[src/rtl/dssc_pkg.sv]
package dssc_pkg;

    typedef enum logic [1:0] {
        CH_IDLE = 2'd0,
        CH_WAIT = 2'd1,
        CH_RUN  = 2'd2
    } ch_state_t;

    typedef struct packed {
        logic sync;
        logic en;
    } ch_ctl_t;

    // Next state of one channel given its own control bits and the partner's run enable.
    function automatic ch_state_t ch_next(
        input ch_state_t cur,
        input ch_ctl_t   ctl,
        input logic      peer_en
    );
        ch_state_t nxt;
        nxt = cur;
        if (!ctl.en) begin
            nxt = CH_IDLE;
        end else begin
            unique case (cur)
                CH_IDLE: nxt = (ctl.sync && !peer_en) ? CH_WAIT : CH_RUN;
                CH_WAIT: nxt = (!ctl.sync || peer_en) ? CH_RUN : CH_WAIT;
                CH_RUN:  nxt = CH_RUN;
                default: nxt = CH_IDLE;
            endcase
        end
        return nxt;
    endfunction

endpackage

[src/rtl/sync_chan_fsm.sv]
module sync_chan_fsm
    import dssc_pkg::*;
(
    input  logic    clk,
    input  logic    rst,
    input  ch_ctl_t ctl,
    input  logic    peer_en,
    output logic    run,
    output logic    standby
);

    ch_state_t state_q;

    always_ff @(posedge clk) begin
        if (rst) begin
            state_q <= CH_IDLE;
        end else begin
            state_q <= ch_next(state_q, ctl, peer_en);
        end
    end

    always_comb begin
        run     = (state_q == CH_RUN);
        standby = (state_q == CH_WAIT);
    end

endmodule

[src/rtl/run_edge_gen.sv]
module run_edge_gen #(
    parameter int NCH = 2
) (
    input  logic           clk,
    input  logic           rst,
    input  logic [NCH-1:0] run,
    output logic [NCH-1:0] start,
    output logic [NCH-1:0] stop
);

    logic [NCH-1:0] run_d;

    always_ff @(posedge clk) begin
        if (rst) begin
            run_d <= '0;
        end else begin
            run_d <= run;
        end
    end

    always_comb begin
        start = run & ~run_d;
        stop  = ~run & run_d;
    end

endmodule

[src/rtl/dual_sync_start.sv]
module dual_sync_start
    import dssc_pkg::*;
#(
    parameter int NCH = 2
) (
    input  logic           clk,
    input  logic           rst,
    input  logic [NCH-1:0] sync_en,
    input  logic [NCH-1:0] run_en,
    output logic [NCH-1:0] run_o,
    output logic [NCH-1:0] standby_o,
    output logic [NCH-1:0] start_o,
    output logic [NCH-1:0] stop_o
);

    localparam int NPAIR = NCH / 2;

    logic [NCH-1:0] run_w;
    logic [NCH-1:0] sb_w;

    for (genvar p = 0; p < NPAIR; p++) begin : g_pair
        for (genvar s = 0; s < 2; s++) begin : g_side
            localparam int SELF = 2 * p + s;
            localparam int PEER = 2 * p + (1 - s);
            ch_ctl_t ctl;
            always_comb begin
                ctl.sync = sync_en[SELF];
                ctl.en   = run_en[SELF];
            end
            sync_chan_fsm u_ch (
                .clk     (clk),
                .rst     (rst),
                .ctl     (ctl),
                .peer_en (run_en[PEER]),
                .run     (run_w[SELF]),
                .standby (sb_w[SELF])
            );
        end
    end

    if (NCH > 2 * NPAIR) begin : g_odd
        assign run_w[NCH-1] = 1'b0;
        assign sb_w[NCH-1]  = 1'b0;
    end

    run_edge_gen #(.NCH(NCH)) u_edge (
        .clk   (clk),
        .rst   (rst),
        .run   (run_w),
        .start (start_o),
        .stop  (stop_o)
    );

    assign run_o     = run_w;
    assign standby_o = sb_w;

endmodule

[config.mk]
export PLATFORM = sky130hd
export DESIGN_NAME = dual_sync_start
export DESIGN_NICKNAME = d
export VERILOG_FILES = /design/src/rtl/dssc_pkg.sv /design/src/rtl/sync_chan_fsm.sv /design/src/rtl/run_edge_gen.sv /design/src/rtl/dual_sync_start.sv
export SDC_FILE = /design/constraint.sdc
export NUM_CORES = 1
export LEC_CHECK = 0
export BUFFER_PORTS_ARGS = -buffer_cell sky130_fd_sc_hd__buf_4
export CAP_MARGIN = 20
export CORE_AREA = 2 2 39 41
export DETAILED_ROUTE_END_ITERATION = 16
export DIE_AREA = 0 0 41 43
export GPL_TIMING_DRIVEN = 1
export MAX_ROUTING_LAYER = met4
export PLACE_DENSITY = 0.4
export SLEW_MARGIN = 5
export SYNTH_ARGS = -nofsm -noshare
export SYNTH_HDL_FRONTEND = slang
export SYNTH_SLANG_ARGS = --single-unit
[constraint.sdc]
create_clock -name clk -period 1.5 [get_ports clk]
set_clock_uncertainty 0.2 [all_clocks]
set_input_delay 0 -clock clk [delete_from_list [all_inputs] [get_ports clk]]
set_output_delay 0 -clock clk [all_outputs]
set_load 0.01 [all_outputs]
==> results.json <==
{
  "cts_buffer_depth": 2,
  "switching_share": 0.224,
  "clk_latency_ns": 0.24,
  "h-tree-depth": 1,
  "drcViolationCount": 0,
  "intPower_mw": 0.295,
  "critPathArrivalTime_ns": 1.08,
  "rsz0062_at_grt": "false",
  "p_per_area_nw_per_um2": 867,
  "finalSetupViolations": 0,
  "start_util": 0.201,
  "synth_nets": 36,
  "numCtsBuffers": 3,
  "fmax_ghz": 0.782,
  "r2r_setup_slack_ns": 0.48,
  "design_area_um2": 438,
  "core-area_um2": 1380,
  "cts-root-buf": "clkbuf_4",
  "hold_viol": 0,
  "power_frac_comb": 0.163,
  "p_leak_nw": 0.212,
  "post_cts.repair.setup_buffers": 0,
  "reg2regPathDepth": 2,
  "detail_route.vias_per_cell": 4.10,
  "postPlaceCellArea_um2": 365,
  "wire_per_inst_um": 8.40,
  "relSlewSlack": 0.849,
  "port_buffers": 13,
  "syn_area_per_cell_um2": 9.26,
  "antenna_left": 0,
  "grt_overflow_total": 0,
  "rows": 14,
  "syn2layout_area_growth_pct": 57.7,
  "cp_top_family": "flip-flops",
  "grt_max_degree": 6,
  "final_common_cell": "buf_4",
  "yosysWarnings": 0,
  "ys_seq_area_frac": 0.432,
  "whs_path_depth": 1,
  "hp-class": "flip-flop to flip-flop",
  "cts_num_sinks": 6,
  "worst-path-buf-inv": 1,
  "drive_above_1_share": 0.383,
  "die_w_um": 41,
  "period_minus_slack_ns": 1.28,
  "antenna_cells": 0,
  "final_cells": 63,
  "grt_usage": 0.0814,
  "gp_congestion": 0.617,
  "worst_setup_path_start_kind": "flip-flop",
  "cap_violations": 0,
  "dieArea_um2": 1760,
  "vias": 258,
  "drt_pass1_iterations": 2,
  "path_cells": "nand2b_1 -> and2_1 -> buf_4",
  "grt_pass1_wl_um": 841,
  "synth.cell_area_um2": 278,
  "min_to": "g_pair[0].g_side[0].u_ch.state_q[1]",
  "cp_slowest_cell": "dfxtp_1",
  "grt_pass1_vias": 223,
  "cts_tree": "done",
  "cts_resized": 0,
  "cpPeakStageDelay_ns": 0.40,
  "ir_drop_uv": 368,
  "pwr-share-seq": 0.454,
  "die_h_um": 43,
  "synthDistinctLibCells": 9,
  "antenna_found_initial": 0,
  "worstHoldStart": "g_pair[0].g_side[0].u_ch.state_q[0]",
  "ys_seq_elements": 6,
  "most-common-layout-cells": "13 x buf_4, 6 x nor2_1, 6 x dfxtp_1",
  "reg2reg_to": "g_pair[0].g_side[1].u_ch.state_q[1]",
  "fillers": 157,
  "clockPowerShare": 0.382,
  "timing_max_transition_violations_final": 0,
  "worst_pin_slew_ns": 0.226,
  "fin_tns_setup_ns": 0,
  "placed_cells": 55,
  "ios": 14,
  "r2r_start": "g_pair[0].g_side[1].u_ch.state_q[1]",
  "syn_inst": 30,
  "required_ns": 1.30,
  "drt_iter0_markers": 1,
  "status": "finished clean",
  "criticalPathCategory": "flip-flop to primary output",
  "clk_pin_slew_ns": 0.04,
  "drt-total-wl_um": 529,
  "net-switching-power_mw": 0.0850,
  "fin_crit_sh": 0.852,
  "crit_path_max_fanout": 5,
  "final_nets": 55,
  "final_util": 0.316,
  "crit_path_end_kind": "primary output"
}
==> cell usage after synthesis <==
master | number | area, um2
a221oi_1 | 2 | 17.5
and2_1 | 2 | 12.5
buf_4 | 4 | 30.0
dfxtp_1 | 6 | 120
inv_1 | 2 | 7.51
nand2b_1 | 4 | 25.0
nor2_1 | 6 | 22.5
nor2b_1 | 2 | 12.5
nor4b_2 | 2 | 30.0
==> kinds of logic (layout without fill, tap and decap cells) <==
family          count (synthesis)  count (layout)  share of synthesized area
simple gates                   16              16                      0.369
flops                           6               6                      0.432
buf+inv                         6              23                      0.135
compound gates                  2               2                     0.0631
==> cell type report <==
| cell class | instances | area (um2) | share of cell area |
|---|---|---|---|
| clock buffers | 3 | 22.5 | 0.0514 |
| inverters | 2 | 7.51 | 0.0171 |
| multi-input cells | 18 | 120 | 0.274 |
| flip-flops and latches | 6 | 120 | 0.274 |
| well taps | 16 | 20.0 | 0.0457 |
| repair buffers | 18 | 148 | 0.337 |
==> timing repair <==
action	CTS	global route
setup endpoints to repair	0	0
hold buffers	5	0
endpoints found under the hold margin	6	0
==> registers in the layout, summed over array words and instances, names as in the netlist <==
| register | cells |
|---|---|
| u_edge.run_d | 2 |
| g_pair.g_side.u_ch.state_q | 4 |
==> worst max-delay path by stage <==
stage / from / to / depth (start not counted)
after CTS: g_pair[0].g_side[0].u_ch.state_q[1] / stop_o[0] / 3
after global routing: g_pair[0].g_side[0].u_ch.state_q[1] / stop_o[0] / 3
after global placement: g_pair[0].g_side[0].u_ch.state_q[1] / stop_o[0] / 3
final: g_pair[0].g_side[0].u_ch.state_q[1] / stop_o[0] / 3
after floorplan: g_pair[0].g_side[0].u_ch.state_q[1] / g_pair[0].g_side[0].u_ch.state_q[1] / 2
after detailed placement: g_pair[0].g_side[1].u_ch.state_q[1] / stop_o[1] / 3
==> per-layer routing <==
metal,vias to the layer above,wire [um],global-route usage
li1,131,-,-
met1,118,211,0.0645
met2,7,267,0.109
met3,2,40,0.0628
met4,0,10,0.0800
met5,-,0,-
==> power groups by stage <==
| stage | combinational (mW) | clock (mW) | sequential (mW) |
|---|---|---|---|
| floorplan | 0.0284 | 0 | 0.174 |
| global placement | 0.0516 | 0 | 0.175 |
| detailed placement | 0.0525 | 0 | 0.175 |
| CTS | 0.0629 | 0.155 | 0.172 |
| global route | 0.0676 | 0.166 | 0.173 |
| finish | 0.0619 | 0.145 | 0.172 |
==> stage by stage <==
step	power (mW)	worst slack [ns]	hold slack [ns]
6_report	0.380	0.222	0.264
5_1_grt	0.407	0.124	0.283
4_1_cts	0.391	0.207	0.269
3_5_place_dp	0.228	0.474	-0.00743
3_3_place_gp	0.226	0.499	-0.0101
2_1_floorplan	0.203	0.552	-0.128
Note: power is estimated with default switching activity, not from simulation.
